`config.mk`:
```
export PLATFORM = sky130hd
export DESIGN_NAME = rdcmd_detect
export DESIGN_NICKNAME = d
export VERILOG_FILES = /design/src/rtl/rdcmd_pkg.sv /design/src/rtl/rdcmd_classify.sv /design/src/rtl/rdcmd_match.sv /design/src/rtl/rdcmd_timer.sv /design/src/rtl/rdcmd_detect.sv
export SDC_FILE = /design/constraint.sdc
export NUM_CORES = 1
export LEC_CHECK = 0
export ABC_AREA = 0
export CORE_MARGIN = 1
export CORE_UTILIZATION = 55
export CTS_CLUSTER_SIZE = 8
export DETAILED_ROUTE_END_ITERATION = 12
export DONT_BUFFER_PORTS = 1
export GPL_TIMING_DRIVEN = 0
export PLACE_DENSITY_LB_ADDON = 0.08
export SYNTH_ARGS = -nofsm -noshare
export SYNTH_HDL_FRONTEND = slang
export SYNTH_SLANG_ARGS = --single-unit
export TNS_END_PERCENT = 5
```
`constraint.sdc`:
```
create_clock -name clk -period 3.5 [get_ports clk]
set_input_delay 0.875 -clock clk [delete_from_list [all_inputs] [get_ports clk]]
set_output_delay 0.875 -clock clk [all_outputs]
set_load 0.05 [all_outputs]
```
`src/rtl/rdcmd_pkg.sv`:
```
`timescale 1ns/1ps
package rdcmd_pkg;

    localparam int ADDR_BITS = 15;
    localparam int PRE_LEN   = 5;
    localparam int STEP_W    = $clog2(PRE_LEN + 1);

    typedef logic [ADDR_BITS-1:0] addr_t;
    typedef logic [STEP_W-1:0]    step_t;

    typedef enum logic [2:0] {
        OP_NONE   = 3'd0,
        OP_STORE  = 3'd1,
        OP_RECALL = 3'd2,
        OP_AS_OFF = 3'd3,
        OP_AS_ON  = 3'd4
    } op_e;

    // One sampled bus transaction after decoding of the strobes
    typedef struct packed {
        logic  rd;
        logic  wr;
        addr_t addr;
    } xact_t;

    // Expected address for a given preamble position (order is behaviour)
    function automatic addr_t pre_addr(input step_t idx);
        case (idx)
            step_t'(0): return addr_t'(15'h0E38);
            step_t'(1): return addr_t'(15'h31C7);
            step_t'(2): return addr_t'(15'h03E0);
            step_t'(3): return addr_t'(15'h3C1F);
            default:    return addr_t'(15'h303F);
        endcase
    endfunction

    // Operation chosen by the read that follows a full preamble
    function automatic op_e final_op(input addr_t a);
        case (a)
            addr_t'(15'h0FC0): return OP_STORE;
            addr_t'(15'h0C63): return OP_RECALL;
            addr_t'(15'h03F8): return OP_AS_OFF;
            addr_t'(15'h07F0): return OP_AS_ON;
            default:           return OP_NONE;
        endcase
    endfunction

endpackage

```
`src/rtl/rdcmd_classify.sv`:
```
`timescale 1ns/1ps
module rdcmd_classify
    import rdcmd_pkg::*;
(
    input  logic  stb,
    input  logic  ce_n,
    input  logic  oe_n,
    input  logic  we_n,
    input  addr_t addr,
    output xact_t xact
);
    logic sel;

    always_comb begin
        sel       = stb && !ce_n;
        xact.wr   = sel && !we_n;
        xact.rd   = sel && we_n && !oe_n;
        xact.addr = addr;
    end

    // read and write are never reported in the same cycle
    always_comb begin
        rw_excl_chk: assert (!(xact.rd && xact.wr));
    end

endmodule

```
`src/rtl/rdcmd_match.sv`:
```
`timescale 1ns/1ps
module rdcmd_match
    import rdcmd_pkg::*;
(
    input  logic  clk,
    input  logic  rst,
    input  xact_t xact,
    input  logic  hold,
    output logic  fire,
    output logic  pulse_q,
    output op_e   op_q
);
    step_t step, nxt_step;
    op_e   fop;
    logic  is_head;

    always_comb begin
        nxt_step = step;
        fire     = 1'b0;
        fop      = final_op(xact.addr);
        is_head  = (xact.addr == pre_addr(step_t'(0)));
        if (hold || xact.wr) begin
            nxt_step = '0;
        end else if (xact.rd) begin
            if (step == step_t'(PRE_LEN)) begin
                if (fop != OP_NONE) begin
                    fire     = 1'b1;
                    nxt_step = '0;
                end else begin
                    nxt_step = is_head ? step_t'(1) : step_t'(0);
                end
            end else if (xact.addr == pre_addr(step)) begin
                nxt_step = step + step_t'(1);
            end else begin
                nxt_step = is_head ? step_t'(1) : step_t'(0);
            end
        end
    end

    always_ff @(posedge clk) begin
        if (rst) begin
            step    <= '0;
            pulse_q <= 1'b0;
            op_q    <= OP_NONE;
        end else begin
            step    <= nxt_step;
            pulse_q <= fire;
            op_q    <= fire ? fop : OP_NONE;
        end
    end


    pulse_single_chk: assert property (@(posedge clk) disable iff (rst)
        pulse_q |=> !pulse_q);

    wr_clear_chk: assert property (@(posedge clk) disable iff (rst)
        xact.wr |=> (step == '0));

    step_adv_chk: assert property (@(posedge clk) disable iff (rst)
        (step != '0 && step != $past(step)) |-> $past(xact.rd));

    hold_idle_chk: assert property (@(posedge clk) disable iff (rst)
        hold |=> (!pulse_q && step == '0));

endmodule

```
`src/rtl/rdcmd_timer.sv`:
```
`timescale 1ns/1ps
module rdcmd_timer #(
    parameter int BUSY_CYCLES = 8750
) (
    input  logic clk,
    input  logic rst,
    input  logic start,
    output logic busy
);
    localparam int CNT_W = $clog2(BUSY_CYCLES + 1);
    typedef logic [CNT_W-1:0] cnt_t;

    cnt_t cnt;

    always_ff @(posedge clk) begin
        if (rst)              cnt <= '0;
        else if (start)       cnt <= cnt_t'(BUSY_CYCLES);
        else if (cnt != '0)   cnt <= cnt - cnt_t'(1);
    end

    assign busy = (cnt != '0);


    cnt_dec_chk: assert property (@(posedge clk) disable iff (rst)
        (busy && !start) |=> (cnt == $past(cnt) - cnt_t'(1)));

    busy_rise_chk: assert property (@(posedge clk) disable iff (rst)
        $rose(busy) |-> $past(start));

endmodule

```
`src/rtl/rdcmd_detect.sv`:
```
`timescale 1ns/1ps
module rdcmd_detect
    import rdcmd_pkg::*;
#(
    parameter int BUSY_CYCLES = 8750
) (
    input  logic                 clk,
    input  logic                 rst,
    input  logic [ADDR_BITS-1:0] addr,
    input  logic                 ce_n,
    input  logic                 oe_n,
    input  logic                 we_n,
    input  logic                 xact_stb,
    output logic                 cmd_pulse,
    output logic [2:0]           cmd_op,
    output logic                 busy
);
    xact_t xact;
    logic  fire;
    op_e   op_q;

    rdcmd_classify u_cls (
        .stb  (xact_stb),
        .ce_n (ce_n),
        .oe_n (oe_n),
        .we_n (we_n),
        .addr (addr),
        .xact (xact)
    );

    rdcmd_match u_match (
        .clk     (clk),
        .rst     (rst),
        .xact    (xact),
        .hold    (busy),
        .fire    (fire),
        .pulse_q (cmd_pulse),
        .op_q    (op_q)
    );

    rdcmd_timer #(.BUSY_CYCLES(BUSY_CYCLES)) u_timer (
        .clk   (clk),
        .rst   (rst),
        .start (fire),
        .busy  (busy)
    );

    assign cmd_op = op_q;


    pulse_busy_chk: assert property (@(posedge clk) disable iff (rst)
        cmd_pulse |-> busy);

    op_pulse_chk: assert property (@(posedge clk) disable iff (rst)
        cmd_pulse == (cmd_op != 3'd0));

endmodule

```
=== After elaboration in Yosys (flattened, before gate mapping) ===
Index checks and enable logic that the tools add are counted.

* $add $sub $neg: 2
* Reduce and logical (&&, ||, !) cells: 15
* Eq/ne operators: 10
* Mux-type cells: 15
* Bitwise logic cells: 1

{| class="wikitable"
|+ Operator list
! kind !! count
|-
| $pmux W14 S4 || 1
|-
| $eq A15 B12 Y1 const B || 3
|-
| $mux W15 || 3
|-
| $mux W14 || 2
|-
| $eq A15 B10 Y1 const B || 1
|-
| $eq A15 B11 Y1 const B || 1
|-
| $eq A15 B15 Y1 || 1
|-
| $reduce_bool A14 Y1 || 1
|-
| $sub A14 B1 Y14 const B || 1
|-
| $pmux W3 S4 || 1
|-
| $mux W3 || 3
|-
| $eq A3 B2 Y1 const B || 2
|-
| $reduce_or A2 Y1 || 3
|-
| $mux W1 || 5
|-
| $logic_and A1 B1 Y1 || 4
|-
| $add A3 B1 Y3 const B || 1
|-
| $eq A3 B1 Y1 const B || 1
|-
| $eq A3 B3 Y1 const B || 1
|-
| $logic_not A1 Y1 || 3
|-
| $logic_not A3 Y1 || 1
|-
| $reduce_bool A3 Y1 || 1
|-
| $reduce_bool A2 Y1 || 1
|-
| $logic_or A1 B1 Y1 || 1
|-
| $not A1 Y1 || 1
|}

* Bits of input ports: 21
* Output and inout port bits: 5
* Register bits: 21

=== Depth between registers and ports, before layout ===
* Word-level depth: 9
* Gate-level depth with buffers: 10

=== Hierarchy ===
Synthesis repeated with hierarchy kept, for this count alone.

* Cells, all modules: 187
* Area, all modules: 1,552.7 µm²

{| class="wikitable"
|+ Modules (own cells, without submodules)
! module !! cells each !! area each (µm²) !! times used
|-
| rdcmd_timer || 86 || 767.0 || 1
|-
| rdcmd_match || 84 || 653.1 || 1
|-
| rdcmd_classify || 17 || 132.6 || 1
|}

=== Worst setup path before layout ===
No wires, ideal clock.

* Path kind: input to register
* From: input addr[1]
* To: register u_match.step[0]
* Setup slack: 1,295 ps
* Stages on the path: 6
* Arrival: 2,110 ps
* Setup time: 95 ps
* Path buffers: 0
* Cell sequence: nor3_1 -> nor3b_1 -> o221a_2 -> o2111ai_1 -> or4_1 -> o311ai_1

* Cells in the longest elaborated chain, start to end: 5

{| class="wikitable"
|+ Ends and longest elaborated chain
! what !! line !! source
|-
| from (decl) || rdcmd_detect.sv:9 || <nowiki>input logic [ADDR_BITS-1:0] addr,</nowiki>
|-
| $eq A15 B11 Y1, or another cell as far along || rdcmd_pkg.sv:39 || <nowiki>case (a)</nowiki>
|-
| $pmux W3 S4 || rdcmd_pkg.sv:39 ||
|-
| $reduce_bool A3 Y1 || rdcmd_match.sv:26 || <nowiki>if (fop != OP_NONE) begin</nowiki>
|-
| $mux W3 || rdcmd_match.sv:26 ||
|-
| $mux W3 * || rdcmd_match.sv:25 || <nowiki>if (step == step_t'(PRE_LEN)) begin</nowiki>
|-
| to (signal assigned) || rdcmd_match.sv:46 || <nowiki>step <= nxt_step;</nowiki>
|-
| to (decl) || rdcmd_match.sv:13 || <nowiki>step_t step, nxt_step;</nowiki>
|}

Mark *: on every way between the ends. The rest lies on a longest branch, timed or not.
A chain may end at the register's enable or synchronous reset.

=== Final worst setup path ===
* From: register u_timer.cnt[0]
* To: output busy

* Cells in the longest elaborated chain, start to end: 1

{| class="wikitable"
|+ Ends and longest elaborated chain
! what !! line !! source
|-
| from (decl) || rdcmd_timer.sv:13 || <nowiki>cnt_t cnt;</nowiki>
|-
| from (signal assigned) || rdcmd_timer.sv:17 || <nowiki>else if (start) cnt <= cnt_t'(BUSY_CYCLES);</nowiki>
|-
| from (signal assigned) || rdcmd_timer.sv:18 || <nowiki>else if (cnt != '0) cnt <= cnt - cnt_t'(1);</nowiki>
|-
| $reduce_bool A14 Y1 || rdcmd_timer.sv:21 || <nowiki>assign busy = (cnt != '0);</nowiki>
|-
| to (decl) || rdcmd_detect.sv:16 || <nowiki>output logic busy</nowiki>
|}

No other way between the ends.

==> summary.md <==
| Metric | Value |
|---|---|
| Outcome | `completed` |
| Hold Path Class | `flip-flop to flip-flop` |
| Final std cells w/o fill | `around 190` |
| Arr. time, crit path | `roughly 1.7 ns` |
| Pwr Total | `approximately 990 uW` |
| Minimum clock period after layout | `between 2 and 3 ns` |
| Worst-case vdd ir drop | `~0.70 mV` |
| Source-to-sink clock delay at the later pin of the worst-skew pair | `0.30 ns` |
| Input/output buffers | `0` |
| Top delay family on crit path | `buffers and inverters` |
| Cts repair resizes | `0` |
| DR WL/cell | `around 14 microns` |
| Overall die area | `approximately 2600 sq um` |
| Number of filler cells placed in the layout | `~230` |
| Ys async rst share | `0%` |
| Ys Warns | `0` |
| Total clock sinks | `21` |
| Number of antenna violations at the first check in global routing | `0` |
| Area fraction of the dominant cell type after synthesis | `about a third` |
| Dominant register cell in the synthesized netlist | `dfxtp_1` |
| Clk Tree Root Cell | `clkbuf_4` |
| Number of library cell types mapped by synthesis | `52` |
| Total number of H-tree levels | `1` |
| Number of DRC violations after detailed-routing iteration 0 | `25` |
| Total wire length after detailed routing | `2750 microns` |
| Worst R2R Setup Slack | `~1.1 ns` |
| Final Max Tran Viols | `0` |
| Area fraction in compound gates after synthesis | `roughly 16%` |
| Setup crit end kind | `output pin` |
| Core area | `between 2000 and 2500 sq um` |
| Placer congestion estimate | `roughly 0.9` |
| Combinational share of power | `48.9%` |
| Antenna cell count | `0` |
| Synth Instances | `159` |
| Initial Utilization | `about three fifths` |
| Post-synth net total | `186` |
| Floorplan die width | `approximately 51 microns` |
| Post-synthesis xor/xnor area fraction | `5.92%` |
| Hold Path Stages | `2` |
| Biggest area contributors in the synthesized netlist | `dfxtp_1 (32%), ha_1 (5.6%), nor2_1 (5.6%)` |
| Post-Synth Adder-Cell Area | `approximately 5.6%` |
| Final net count | `~190` |
| Maximum number of pins on one net before global-route repair | `12` |
| Critical path class | `flip-flop to output pin` |
| Clock Skews | `roughly 0.0055 ns` |
| Area added between synthesis and finish | `4.61%` |
| CP bufs+invs | `3` |
| Clock transition at the registers of the reported paths | `0.11 ns` |
| Worst Hold Endpoint | `u_match.step[2]` |
| TritonCTS clock tree | `yes` |
| Switch share | `between 40% and 50%` |
| Cell area power density | `about 700 nW/um^2` |
| Detailed Place HPWL | `~2200 microns` |
| Wire length of the first global-routing pass | `about 4600 microns` |
| FF+latch area | `420 sq um` |
| Number of endpoints with negative hold slack in the final report | `0` |
| Required time at the endpoint of the critical path | `approximately 2.6 ns` |
| Core Util, Final | `about three fifths` |
| Mux contribution to synthesized area | `1.60%` |
| Leak Pwr | `about 0.0005 uW` |
| Transition at the pin with the smallest max-transition slack | `around 0.48 ns` |
| Number of cell rows | `17` |
| Aggregate global-route resource usage | `between 20% and 30%` |
| Kind of launch point of the worst setup path | `flip-flop` |
| Final setup margin | `0.896 ns` |
| Biggest fanout along the worst timing path | `7` |
| Pre-CTS setup slack | `1.03 ns` |
| Dominant combinational cell family by area after synthesis | `simple AND/OR/NAND/NOR gates` |
| DR DRC count | `0` |
| R2R cell count | `10` |
| Ratio of cells with drive above 1 in the final layout | `9.20%` |
| Post-synth design cell area | `around 1300 sq um` |
| Cell type with the highest aggregate area in the netlist | `dfxtp_1` |
| Vertical extent of the die | `around 50 microns` |
| Total Negative Setup Slacks | `0 ns` |
| CTS buffer count | `3` |
| Placed Instances | `between 150 and 200` |
| End of the worst register-to-register path | `u_timer.cnt[13]` |
| Critical-path cell list | `inv_1, ha_1, nor3b_2, and4_1, buf_6, inv_2` |
| RSZ-0062 raised after global routing | `no` |
| Mean instance size in the synthesized netlist | `between 8 and 9 sq um` |
| Start of the worst register-to-register path | `u_timer.cnt[0]` |
| Router iterations before antenna repair | `4` |
| FMAX | `a little under 400 MHz` |
| Clock share of power | `between 10% and 20%` |
| Clock tree buffer depth | `2` |
| Overflow left after global routing | `0` |
| Launch point of the worst hold path | `u_match.step[2]` |
| Max capacitance violation total | `0` |
| P_int | `575 uW` |
| Via density per instance | `between 6 and 7` |
| Sequential share of the synthesized area | `31.6%` |
| Vias in the first global route | `1092` |
| Footprint of the multi-input gates | `a little under 900 sq um` |
| Setup bufs post-CTS | `0` |
| # hold bufs at CTS | `0` |
| EDFF count, synth | `0` |
| Antenna violation net count after detailed routing | `0` |
| Headroom to the max-slew limit | `around two thirds` |
| Setup violations, final | `0` |
| Number of primary I/O pins | `26` |
| Sequential share of power | `between 30% and 40%` |
| Peak per-stage delay on the critical path | `between 0.3 and 0.4 ns` |
| Post-synthesis simple-gate area fraction | `between 30% and 40%` |
| Critical-path cell with the highest stage delay | `dfxtp_1` |
| Flops & latches, synth | `21` |
| Switching power | `slightly above 400 uW` |
| Via count | `between 1000 and 1500` |
| Final worst path period share | `about 74%` |
[synth_stat cells (all sizes together), types with 2 or more instances]
cell,count
o41ai,2
o21ai,6
xnor2,6
a211oi,2
or4,2
nor3,8
nand4b,2
o21bai,2
nor4,4
or3,3
a21oi,5
nand2,17
inv,6
and4,2
and3,4
nor2,20
nand3,3
dfxtp,21
nand2b,3
nand4,4
nor3b,5
ha,6
xor2,3
[how the worst max path moves through the flow]
stage,from,cells after the start,slack (ns),to
global route,u_timer.cnt[0],6,0.79,busy
detailed placement,addr[1],6,1.03,u_match.step[0]
finish,u_timer.cnt[0],6,0.90,busy
CTS,u_timer.cnt[0],6,0.90,busy
floorplan,addr[1],6,1.30,u_match.step[0]
global placement,addr[1],6,1.07,u_match.step[0]
[routing by layer]
metal / vias to the layer above / track usage (%) / wire length [microns]
li1: 593 / - / -
met1: 547 / 30.1 / 1230
met2: 50 / 38.4 / 1260
met3: 0 / 6.25 / 259
met4: 0 / 3.24 / 0
met5: - / 0 / 0
[worst reg2reg max path, cell delays in order, from the launching register on]
cell and delay [ns]:
dfxtp_1 0.39, inv_1 0.08, ha_1 0.22, nor3b_2 0.18, and4_1 0.17, buf_6 0.14, inv_2 0.26, nand2_1 0.23
or3_1 0.36, xor2_1 0.15, o21ai_0 0.14
[cells in the final DEF, fill, tap and decap left out, types with 4 or more instances in the layout]
| cell | synthesis | layout |
|---|---|---|
| dfxtp_1 | 21 | 21 |
| nor2_1 | 20 | 20 |
| nand2_1 | 17 | 17 |
| nor3_1 | 8 | 8 |
| o21ai_0 | 6 | 6 |
| xnor2_1 | 6 | 6 |
| ha_1 | 6 | 6 |
| inv_1 | 5 | 5 |
| a21oi_1 | 5 | 5 |
| nor3b_1 | 4 | 4 |
| and3_1 | 4 | 4 |
[metrics by stage]
stage	area, sq um	hold WS, ns
floorplan	1330	0.472
global placement	1370	0.509
detailed placement	1370	0.516
CTS	1390	0.536
global route	1390	0.567
finish	1390	0.543
[area by class of cell]
cell class                      instances  share of cell area [%]
Multi-Input combinational cell        130                    62.7
Sequential cell                        21                    30.2
Tap cell                               28                    2.52
Clock buffer                            4                    1.89
Inverter                                6                    1.62
Buffer                                  2                    1.08
[logic make-up (layout without fill, tap and decap cells)]
family	Yosys count	in the layout
compound gates	30	30
xor+xnor	9	9
fa+ha+maj	6	6
buf+inv	8	12
flops	21	21
mux	2	2
simple gates	83	83
[registers in the layout (all words and copies together), names as in the netlist]
register and count:
u_match.step 3, u_match.op_q 3, u_match.pulse_q 1, u_timer.cnt 14
[power groups by stage]
stage / logic [uW] / registers [uW] / clock network, uW
after floorplan: 423 / 377 / 0
after global placement: 475 / 386 / 0
after detailed placement: 486 / 393 / 0
after CTS: 490 / 388 / 119
after global routing: 555 / 396 / 129
final: 484 / 389 / 116
No activity file was read; power rests on OpenSTA's default activity.
